`src/rtl/msi_sink_pkg.sv`:
```
package msi_sink_pkg;

  localparam int unsigned REG_AW     = 12;
  localparam int unsigned SUM_LSB    = 8;
  localparam int unsigned SET_STRIDE = 16;
  localparam int unsigned HI_STRIDE  = 4;

  localparam logic [REG_AW-1:0] OFS_INT_EN   = 12'h180;
  localparam logic [REG_AW-1:0] OFS_INT_ST   = 12'h184;
  localparam logic [REG_AW-1:0] OFS_SET_EN   = 12'h190;
  localparam logic [REG_AW-1:0] OFS_SET_BASE = 12'hC00;
  localparam logic [REG_AW-1:0] OFS_HI_BASE  = 12'hC80;

  localparam logic [REG_AW-1:0] FLD_ADDR_LO = 12'h0;
  localparam logic [REG_AW-1:0] FLD_PEND    = 12'h4;
  localparam logic [REG_AW-1:0] FLD_MASK    = 12'h8;

  function automatic logic [REG_AW-1:0] set_ofs(input int unsigned idx,
                                                input logic [REG_AW-1:0] fld);
    return OFS_SET_BASE + REG_AW'(idx * SET_STRIDE) + fld;
  endfunction

  function automatic logic [REG_AW-1:0] hi_ofs(input int unsigned idx);
    return OFS_HI_BASE + REG_AW'(idx * HI_STRIDE);
  endfunction

endpackage

```
`src/rtl/msi_rst_sync.sv`:
```
module msi_rst_sync #(
  parameter int unsigned STAGES = 2
) (
  input  logic clk,
  input  logic rst_n,
  output logic rst_sync_n
);

  logic [STAGES-1:0] sync_q;
  logic [STAGES-1:0] sync_d;

  always_comb begin
    sync_d = {sync_q[STAGES-2:0], 1'b1};
  end

  always_ff @(posedge clk or negedge rst_n) begin
    if (!rst_n) begin
      sync_q <= '0;
    end else begin
      sync_q <= sync_d;
    end
  end

  assign rst_sync_n = sync_q[STAGES-1];

endmodule

```
`src/rtl/msi_vec_set.sv`:
```
module msi_vec_set #(
  parameter int unsigned VEC_PER_SET = 32,
  parameter int unsigned MSI_AW      = 64,
  parameter int unsigned DW          = 32
) (
  input  logic                   clk,
  input  logic                   rst_n,
  input  logic                   wr_lo,
  input  logic                   wr_hi,
  input  logic                   wr_pend,
  input  logic                   wr_mask,
  input  logic [DW-1:0]          wdata,
  input  logic [MSI_AW-1:0]      in_addr,
  input  logic [VEC_PER_SET-1:0] vec_onehot,
  output logic                   addr_match,
  output logic [MSI_AW-1:0]      cap_addr_q,
  output logic [VEC_PER_SET-1:0] pend_q,
  output logic [VEC_PER_SET-1:0] mask_q,
  output logic                   active
);

  localparam int unsigned HI_W = MSI_AW - DW;

  logic [VEC_PER_SET-1:0] pend_set;
  logic [VEC_PER_SET-1:0] pend_clr;
  logic [VEC_PER_SET-1:0] pend_d;
  logic                   pend_en;

  always_comb begin
    addr_match = (in_addr == cap_addr_q);
    pend_set   = addr_match ? vec_onehot : '0;
    pend_clr   = wr_pend ? wdata[VEC_PER_SET-1:0] : '0;
    // a fresh message outranks a simultaneous software clear
    pend_d     = (pend_q & ~pend_clr) | pend_set;
    pend_en    = wr_pend | (|pend_set);
    active     = |(pend_q & mask_q);
  end

  always_ff @(posedge clk or negedge rst_n) begin
    if (!rst_n) begin
      cap_addr_q <= '0;
    end else begin
      if (wr_lo) cap_addr_q[DW-1:0]     <= wdata;
      if (wr_hi) cap_addr_q[MSI_AW-1:DW] <= wdata[HI_W-1:0];
    end
  end

  always_ff @(posedge clk or negedge rst_n) begin
    if (!rst_n) begin
      pend_q <= '0;
    end else if (pend_en) begin
      pend_q <= pend_d;
    end
  end

  always_ff @(posedge clk or negedge rst_n) begin
    if (!rst_n) begin
      mask_q <= '0;
    end else if (wr_mask) begin
      mask_q <= wdata[VEC_PER_SET-1:0];
    end
  end

endmodule

```
`src/rtl/msi_summary.sv`:
```
module msi_summary #(
  parameter int unsigned NUM_SETS = 8
) (
  input  logic                clk,
  input  logic                rst_n,
  input  logic                wr_int_en,
  input  logic                wr_int_st,
  input  logic                wr_set_en,
  input  logic [NUM_SETS-1:0] sum_field_wdata,
  input  logic [NUM_SETS-1:0] set_field_wdata,
  input  logic [NUM_SETS-1:0] set_active,
  output logic [NUM_SETS-1:0] int_en_q,
  output logic [NUM_SETS-1:0] set_en_q,
  output logic [NUM_SETS-1:0] sum_q,
  output logic                irq
);

  logic [NUM_SETS-1:0] cause;
  logic [NUM_SETS-1:0] sum_clr;
  logic [NUM_SETS-1:0] sum_d;
  logic                irq_d;

  always_comb begin
    cause   = set_active & int_en_q & set_en_q;
    sum_clr = wr_int_st ? sum_field_wdata : '0;
    sum_d   = cause | (sum_q & ~sum_clr);
    irq_d   = |(sum_q & int_en_q & set_en_q);
  end

  always_ff @(posedge clk or negedge rst_n) begin
    if (!rst_n) begin
      int_en_q <= '0;
    end else if (wr_int_en) begin
      int_en_q <= sum_field_wdata;
    end
  end

  always_ff @(posedge clk or negedge rst_n) begin
    if (!rst_n) begin
      set_en_q <= '0;
    end else if (wr_set_en) begin
      set_en_q <= set_field_wdata;
    end
  end

  always_ff @(posedge clk or negedge rst_n) begin
    if (!rst_n) begin
      sum_q <= '0;
      irq   <= 1'b0;
    end else begin
      sum_q <= sum_d;
      irq   <= irq_d;
    end
  end

endmodule

```
`src/rtl/msi_sink_ctrl.sv`:
```
module msi_sink_ctrl
  import msi_sink_pkg::*;
#(
  parameter int unsigned NUM_SETS    = 8,
  parameter int unsigned VEC_PER_SET = 32,
  parameter int unsigned MSI_AW      = 64,
  parameter int unsigned DW          = 32
) (
  input  logic              clk,
  input  logic              rst_n,
  input  logic              reg_wr,
  input  logic [REG_AW-1:0] reg_addr,
  input  logic [DW-1:0]     reg_wdata,
  output logic [DW-1:0]     reg_rdata,
  input  logic              msi_valid,
  input  logic [MSI_AW-1:0] msi_addr,
  input  logic [DW-1:0]     msi_data,
  output logic              irq,
  output logic              msi_err
);

  localparam logic [DW-1:0] VEC_LIM = DW'(VEC_PER_SET);

  logic rst_sync_n;

  logic [NUM_SETS-1:0]                  wr_lo, wr_hi, wr_pend, wr_mask;
  logic [NUM_SETS-1:0]                  addr_match;
  logic [NUM_SETS-1:0]                  set_active;
  logic [NUM_SETS-1:0][MSI_AW-1:0]      cap_addr;
  logic [NUM_SETS-1:0][VEC_PER_SET-1:0] pend;
  logic [NUM_SETS-1:0][VEC_PER_SET-1:0] mask;
  logic [NUM_SETS-1:0][DW-1:0]          set_rdata;

  logic [NUM_SETS-1:0] int_en_q, set_en_q, sum_q;
  logic [VEC_PER_SET-1:0] vec_onehot;
  logic data_ok;
  logic err_d, err_q;
  logic wr_int_en, wr_int_st, wr_set_en;

  msi_rst_sync #(.STAGES(2)) u_rst_sync (
    .clk        (clk),
    .rst_n      (rst_n),
    .rst_sync_n (rst_sync_n)
  );

  // vector decode shared by all sets; zero unless the message is usable
  always_comb begin
    data_ok = (msi_data < VEC_LIM);
    for (int b = 0; b < VEC_PER_SET; b++) begin
      vec_onehot[b] = msi_valid && data_ok && (msi_data == DW'(b));
    end
  end

  for (genvar i = 0; i < NUM_SETS; i++) begin : g_set
    localparam logic [REG_AW-1:0] A_LO = set_ofs(i, FLD_ADDR_LO);
    localparam logic [REG_AW-1:0] A_PD = set_ofs(i, FLD_PEND);
    localparam logic [REG_AW-1:0] A_MK = set_ofs(i, FLD_MASK);
    localparam logic [REG_AW-1:0] A_HI = hi_ofs(i);

    assign wr_lo[i]   = reg_wr && (reg_addr == A_LO);
    assign wr_pend[i] = reg_wr && (reg_addr == A_PD);
    assign wr_mask[i] = reg_wr && (reg_addr == A_MK);
    assign wr_hi[i]   = reg_wr && (reg_addr == A_HI);

    msi_vec_set #(
      .VEC_PER_SET (VEC_PER_SET),
      .MSI_AW      (MSI_AW),
      .DW          (DW)
    ) u_set (
      .clk        (clk),
      .rst_n      (rst_sync_n),
      .wr_lo      (wr_lo[i]),
      .wr_hi      (wr_hi[i]),
      .wr_pend    (wr_pend[i]),
      .wr_mask    (wr_mask[i]),
      .wdata      (reg_wdata),
      .in_addr    (msi_addr),
      .vec_onehot (vec_onehot),
      .addr_match (addr_match[i]),
      .cap_addr_q (cap_addr[i]),
      .pend_q     (pend[i]),
      .mask_q     (mask[i]),
      .active     (set_active[i])
    );

    always_comb begin
      set_rdata[i] = '0;
      if (reg_addr == A_LO) begin
        set_rdata[i] = cap_addr[i][DW-1:0];
      end else if (reg_addr == A_HI) begin
        set_rdata[i] = DW'(cap_addr[i][MSI_AW-1:DW]);
      end else if (reg_addr == A_PD) begin
        set_rdata[i] = DW'(pend[i]);
      end else if (reg_addr == A_MK) begin
        set_rdata[i] = DW'(mask[i]);
      end
    end
  end

  assign wr_int_en = reg_wr && (reg_addr == OFS_INT_EN);
  assign wr_int_st = reg_wr && (reg_addr == OFS_INT_ST);
  assign wr_set_en = reg_wr && (reg_addr == OFS_SET_EN);

  msi_summary #(.NUM_SETS(NUM_SETS)) u_summary (
    .clk             (clk),
    .rst_n           (rst_sync_n),
    .wr_int_en       (wr_int_en),
    .wr_int_st       (wr_int_st),
    .wr_set_en       (wr_set_en),
    .sum_field_wdata (reg_wdata[SUM_LSB +: NUM_SETS]),
    .set_field_wdata (reg_wdata[NUM_SETS-1:0]),
    .set_active      (set_active),
    .int_en_q        (int_en_q),
    .set_en_q        (set_en_q),
    .sum_q           (sum_q),
    .irq             (irq)
  );

  always_comb begin
    reg_rdata = '0;
    for (int i = 0; i < NUM_SETS; i++) begin
      reg_rdata = reg_rdata | set_rdata[i];
    end
    if (reg_addr == OFS_INT_EN) begin
      reg_rdata[SUM_LSB +: NUM_SETS] = int_en_q;
    end else if (reg_addr == OFS_INT_ST) begin
      reg_rdata[SUM_LSB +: NUM_SETS] = sum_q;
    end else if (reg_addr == OFS_SET_EN) begin
      reg_rdata[NUM_SETS-1:0] = set_en_q;
    end
  end

  assign err_d = msi_valid && (!data_ok || !(|addr_match));

  always_ff @(posedge clk or negedge rst_sync_n) begin
    if (!rst_sync_n) begin
      err_q <= 1'b0;
    end else begin
      err_q <= err_d;
    end
  end

  assign msi_err = err_q;

endmodule

```
`config.mk`:
```
export PLATFORM = sky130hd
export DESIGN_NAME = msi_sink_ctrl
export DESIGN_NICKNAME = d
export VERILOG_FILES = /design/src/rtl/msi_sink_pkg.sv /design/src/rtl/msi_rst_sync.sv /design/src/rtl/msi_vec_set.sv /design/src/rtl/msi_summary.sv /design/src/rtl/msi_sink_ctrl.sv
export SDC_FILE = /design/constraint.sdc
export NUM_CORES = 2
export LEC_CHECK = 0
export ABC_AREA = 1
export CAP_MARGIN = 10
export CORE_ASPECT_RATIO = 0.75
export CORE_UTILIZATION = 35
export DETAILED_ROUTE_END_ITERATION = 8
export DONT_BUFFER_PORTS = 1
export PLACE_DENSITY = 0.49
export SLEW_MARGIN = 15
export SYNTH_ARGS = -nofsm -noshare
export SYNTH_HDL_FRONTEND = slang
export SYNTH_SLANG_ARGS = --single-unit
```
`constraint.sdc`:
```
create_clock -name clk -period 85.7 [get_ports clk]
set_input_delay 12.855 -clock clk [delete_from_list [all_inputs] [get_ports clk]]
set_output_delay 12.855 -clock clk [all_outputs]
set_load 0.01 [all_outputs]
```
# == Word level (Yosys, flattened, before mapping) ==
# Cells that the tools add are included.
# totals
reg_bits,1052
# classes
n_lt_le_gt_ge,1
n_reduce_logical,91
n_eq_ne,74
n_mux,54
bitwise_logic,54
# op_table
cell,n
$mux W32,48
$and A32 B32 Y32,16
$eq A32 B5 Y1 const B,16
$eq A64 B64 Y1,8
$reduce_or A32 Y1,16
$or A32 B32 Y32,15
$eq A12 B12 Y1 const B,32
$eq A32 B4 Y1 const B,8
$not A32 Y32,8
$eq A32 B3 Y1 const B,4
$logic_and A1 B1 Y1,69
$eq A32 B2 Y1 const B,2
$mux W8,6
$and A8 B8 Y8,5
$eq A12 B9 Y1 const B,3
$eq A32 B1 Y1 const B,1
$logic_not A32 Y1,1
$lt A32 B6 Y1 const B,1
$reduce_or A8 Y1,2
$not A8 Y8,1
$or A1 B1 Y1,8
$or A8 B8 Y8,1
$logic_not A1 Y1,2
$logic_or A1 B1 Y1,1

# == Depth between registers and ports, before layout ==
# depth
word_depth,15
ltp_mapped,15
ltp_nobuf,13

# == By module ==
# A second synthesis with hierarchy kept.
# hier_totals
hier_cells,9334
area_unflattened_um2,62566.3
# modules_own_cells
module,seq_area_each_um2,cells_per_inst,n_inst,area_per_inst_um2
msi_vec_set,3203.1,827,8,6218.5
msi_sink_ctrl,25.0,2624,1,11674.9
msi_summary,625.6,91,1,1089.8
msi_rst_sync,50.0,3,1,53.8

# == Worst setup path after synthesis ==
# OpenSTA, ideal clock, no wires.
# synth_timing
kind,input to output
from,input reg_addr[1]
to,output reg_rdata[22]
path_slack_ns,58.526
required_ns,72.845
path_stages,11
arrival_time_ns,14.319
cell_sequence,nor2_4 -> nand3_1 -> nor2_4 -> buf_6 -> nand2_2 -> inv_1 -> buf_2 -> mux2i_1 -> inv_1 -> nor2_1 -> nand3_1
# synth_via
elab_chain_len,12
# synth_rtl
item,line,source
"start, declared",msi_sink_ctrl.sv:12,"input logic [REG_AW-1:0] reg_addr,"
$eq A12 B12 Y1,msi_sink_ctrl.sv:94,end else if (reg_addr == A_MK) begin
$mux W32,msi_sink_ctrl.sv:94,
$mux W32,msi_sink_ctrl.sv:92,end else if (reg_addr == A_PD) begin
$mux W32,msi_sink_ctrl.sv:90,end else if (reg_addr == A_HI) begin
$mux W32,msi_sink_ctrl.sv:88,if (reg_addr == A_LO) begin
$or A32 B32 Y32 (6 in series),msi_sink_ctrl.sv:122,reg_rdata = reg_rdata | set_rdata[i];
$or A32 B32 Y32 *,msi_sink_ctrl.sv:122,
"end, declared",msi_sink_ctrl.sv:14,"output logic [DW-1:0] reg_rdata,"
# Mark *: on every way between the ends. The rest lies on a longest branch, timed or not.

# == Final worst setup path ==
# layout_timing
from,input reg_addr[7]
to,output reg_rdata[28]
# Same word-level chain as after synthesis.

==> results by group <==
Floorplanning
  • Chip Height: 356 um
  • Area inside the core boundary: 165000 um^2
  • Number of I/O pins: 178
  • Overall die area: 169000 um^2
  • Initial Util: 35.4%
  • Die Width: 474 um
  • Floorplan row count: roughly 130

Cells and area
  • Total Nets Final: 8103
  • Layout overhead on the synthesized area: 9.06%
  • Footprint of the flip-flops and latches: between 20000 and 30000 um^2
  • Fill cell instance count of the final layout: about 17000
  • Share of post-route cells with drive strength above 1: 5.23%
  • Footprint of the multi-input gates: 27800 um^2

Synth
  • Post-Syn Area: 58500 um^2
  • Ys async rst share: 100%
  • Average cell area after synthesis: 7.11 um^2
  • Top_reg_cell synth: sky130_fd_sc_hd__dfrtp_1
  • Synth top area cells: sky130_fd_sc_hd__dfrtp_1, sky130_fd_sc_hd__nand2_1, sky130_fd_sc_hd__o21ai_0
  • Number of synthesized register bits: around 1100
  • Cell count after synthesis: roughly 8000
  • Number of enable-type register cells in the synthesized netlist: 0
  • Ranking of synthesized cells by instance count: sky130_fd_sc_hd__nand2_1, sky130_fd_sc_hd__o21ai_0, sky130_fd_sc_hd__dfrtp_1, sky130_fd_sc_hd__inv_1, sky130_fd_sc_hd__nor2_1
  • Fraction of the yosys area taken by sequential cells: 45.0%
  • Yosys Warn Count: 0
  • Cell accounting for the most synthesized area: sky130_fd_sc_hd__dfrtp_1
  • Post-synth net total: 8375
  • Post-synthesis cell type count: 50
  • Yosys top cell area share: between 40% and 50%
  • Count leader, synth: sky130_fd_sc_hd__nand2_1

Min path
  • Hold/Removal Path Class: reg2async

Power
  • Clock share of power: 48.3%
  • Combinational Power Share: between 4 and 5%
  • Sequential cell fraction of total power: a little under half
  • Internal power consumption: approximately 800 uW
  • VDD IR-drop max: 0.0159 mV
  • PwrDens: between 15 and 20 nW/um^2
  • Switching fraction of total power: between 20% and 30%
  • Total net switching power: 267 uW
  • Total Power Consumption: 1.06 mW
  • Leakage power: approximately 31 nW

Outcome
  • Run status: complete, no violations

CTS
  • Quantity of hold-fixing buffers added after cts: 0
  • CTS tree: done
  • Num CTS Buffers: 112
  • Maximum level of the CTS H-tree: 3
  • Cell at the root of the clock tree: sky130_fd_sc_hd__clkbuf_16
  • Latest clock arrival within the worst-skew pair: 790 ps
  • Setup Fix Bufs, Post-CTS: 0
  • Post-cts gate resize count: 0
  • Clock buffer depth: 3
  • Worst-path clk slew: 60 ps
  • Sink Count: 1052

Timing
  • Fmax: 34.2 MHz
  • Post-route clock skew: ~38 ps
  • Accumulated negative setup slack: 0 ps
  • Final setup violation count: 0
  • Min Clock Period, post-route: 29280 ps
  • Count of pins over their slew limit: 0
  • Actual slew at the worst max-slew pin: 1340 ps
  • Part of the cycle the worst path needs: 34.2%
  • RSZ-0062 raised after global routing: no
  • Hold slack final: approximately 340 ps
  • Final Hold Violating Endpoints: 0
  • Worst max-slew margin expressed relative to the limit: 10.1%

Detailed routing
  • Metal2 WL: 110000 um
  • Remaining antenna violation count after routing: 0
  • Total via count in the routed design: between 50000 and 60000
  • DRT Wirelength: between 200000 and 300000 um
  • Router iterations before antenna repair: 6
  • Drt wl/cell: roughly 26 um
  • Post-detailed-route via-to-cell ratio: 5.44
  • Sum of routed wire segments on met1: ~120000 um
  • Met3 routed WL: ~32000 um
  • Number of DRC markers in iteration 0: about 7600
  • Highest layer used for signal routing: met5
  • Remaining routing DRC violations: 0

Global routing
  • Wire length of the first global-routing pass: between 300000 and 400000 um
  • Pin count of the biggest net entering global routing: 149
  • Antenna violations before repair: 15
  • Global-route total usage across every layer: a little under a third
  • Remaining global-route overflow: 0
  • Vias in the first global route: 50938

Worst setup path
  • Endpoint class of the critical path: primary output
  • Worst Path Arrival: roughly 16000 ps
  • Max stage delay cell, worst path: sky130_fd_sc_hd__a211oi_1
  • Library cell appearing most often on the critical path: sky130_fd_sc_hd__nand2_1
  • Stage delay of the slowest cell on the critical path: 640 ps
  • Highest net fanout along the worst path: 33
  • Worst Setup Path Type: in2out
  • List of cells traversed by the critical path: nor2_1 > nand3_1 > inv_1 > nand2_2 > buf_4 > buf_4 > inv_1 > nand2_1 > nand2_1 > a211oi_1 > nand3_1 > nor2_1 > nand2_1
  • CP Buf/Inv Count: 4
  • WP data required: approximately 73000 ps
  • Cell family contributing the most delay on the critical path: buffers and inverters
  • Startpoint kind of the worst setup timing path: primary input

Placed design
  • Quantity of I/O buffers inserted on ports: 0
  • Post-detailed-placement half-perimeter wirelength: 189000 um
  • Gp weighted congestion: a little under 1

Run
  • Number of max-cap violations: 0
worst reg2reg max path: stages (launching register included):
cell and delay [ps]:
sky130_fd_sc_hd__dfrtp_4 810, sky130_fd_sc_hd__buf_4 860, sky130_fd_sc_hd__buf_4 980, sky130_fd_sc_hd__buf_4 880
registers in the layout, indices dropped and copies added, names as in the netlist:
name                    count
g_set.u_set.cap_addr_q    512
g_set.u_set.mask_q        256
g_set.u_set.pend_q        256
msi_err                     1
u_rst_sync.sync_q           2
u_summary.int_en_q          8
u_summary.irq               1
u_summary.set_en_q          8
u_summary.sum_q             8
power by group through the flow:
stage | Clock, mW | Sequential, mW | Combinational, mW
floorplan | 0 | 0.517 | 0.0270
global placement | 0 | 0.510 | 0.0480
detailed placement | 0 | 0.510 | 0.0482
CTS | 0.518 | 0.500 | 0.0483
global route | 0.538 | 0.500 | 0.0532
finish | 0.514 | 0.500 | 0.0487
cell type report:
| class | count | area share, % |
|---|---|---|
| diodes | 5 | 0.0196 |
| clock buffers | 175 | 5.30 |
| clock inverters | 23 | 0.510 |
| inverters | 635 | 3.74 |
| multi-input cells | 6055 | 43.5 |
| flip-flops and latches | 1052 | 41.3 |
| well taps | 2227 | 4.37 |
| repair buffers | 103 | 1.24 |
cell usage in the layout (no fill, tap or decap), types with 7 or more instances in the layout:
cell | Yosys | final
sky130_fd_sc_hd__nor2_1 | 567 | 567
sky130_fd_sc_hd__dfrtp_1 | 1052 | 1051
sky130_fd_sc_hd__nand4_1 | 36 | 36
sky130_fd_sc_hd__nand2_4 | 3 | 7
sky130_fd_sc_hd__nand3_1 | 271 | 268
sky130_fd_sc_hd__o21ai_1 | 124 | 124
sky130_fd_sc_hd__inv_1 | 606 | 595
sky130_fd_sc_hd__o221ai_1 | 11 | 11
sky130_fd_sc_hd__o211ai_1 | 70 | 70
sky130_fd_sc_hd__nor3_1 | 10 | 10
sky130_fd_sc_hd__nor2_2 | 15 | 15
sky130_fd_sc_hd__a221oi_1 | 41 | 41
sky130_fd_sc_hd__nand3_2 | 4 | 7
sky130_fd_sc_hd__clkbuf_16 | 0 | 114
sky130_fd_sc_hd__o22ai_1 | 72 | 72
sky130_fd_sc_hd__o21ai_0 | 1134 | 1134
sky130_fd_sc_hd__clkbuf_8 | 0 | 30
sky130_fd_sc_hd__clkinv_1 | 3 | 11
sky130_fd_sc_hd__nand2_1 | 3243 | 3227
sky130_fd_sc_hd__o21bai_1 | 25 | 25
sky130_fd_sc_hd__a21oi_1 | 53 | 53
sky130_fd_sc_hd__or2_2 | 11 | 11
sky130_fd_sc_hd__nor3_4 | 25 | 26
sky130_fd_sc_hd__inv_2 | 24 | 27
sky130_fd_sc_hd__nand2_2 | 30 | 42
sky130_fd_sc_hd__xor2_1 | 255 | 255
sky130_fd_sc_hd__buf_4 | 23 | 101
sky130_fd_sc_hd__clkbuf_1 | 339 | 31
sky130_fd_sc_hd__and3_1 | 7 | 7
sky130_fd_sc_hd__clkinv_2 | 2 | 12
sky130_fd_sc_hd__a22o_1 | 13 | 13
per-stage QoR:
step	util, %	setup slack, ps	std cells	cell area, um^2
CTS	38.5	56630	10269	63700
global route	38.6	56430	10273	63800
global placement	36.3	56690	10071	60000
finish	38.6	56420	10275	63800
detailed placement	36.3	56640	10071	60000
floorplan	-	54200	8231	58500
cells by family after synthesis:
family          Yosys count  share of synthesized area, %
flops                  1052                          45.0
compound gates         1559                          14.4
simple gates           4239                          29.1
xor+xnor                255                          3.82
other cells               1                       0.00641
buf+inv                1124                          7.66
mux                       1                        0.0171
final timing paths:
kind	start	endpoint	slack, ps	cells past startpoint
max reg2reg	u_rst_sync.sync_q[1]$_DFF_PN0_	g_set[4].u_set.pend_q[0]$_DFFE_PN0P_	82170	3
min reg2reg	u_rst_sync.sync_q[1]$_DFF_PN0_	g_set[2].u_set.mask_q[27]$_DFFE_PN0P_	340	0
min	u_rst_sync.sync_q[1]$_DFF_PN0_	g_set[2].u_set.mask_q[27]$_DFFE_PN0P_	340	0
max	reg_addr[7]	reg_rdata[28]	56420	13
max in group asynchronous	rst_n	u_rst_sync.sync_q[1]$_DFF_PN0_	73850	0
min in group clk	u_rst_sync.sync_q[0]$_DFF_PN0_	u_rst_sync.sync_q[1]$_DFF_PN0_	350	0
layer usage:
metal,vias to the layer above,GRT usage [%]
met4,2,10.1
met2,2811,44.6
met1,27180,46.0
met5,-,1.24
met3,372,9.33
li1,25558,-
No activity file was read; power rests on OpenSTA's default activity.
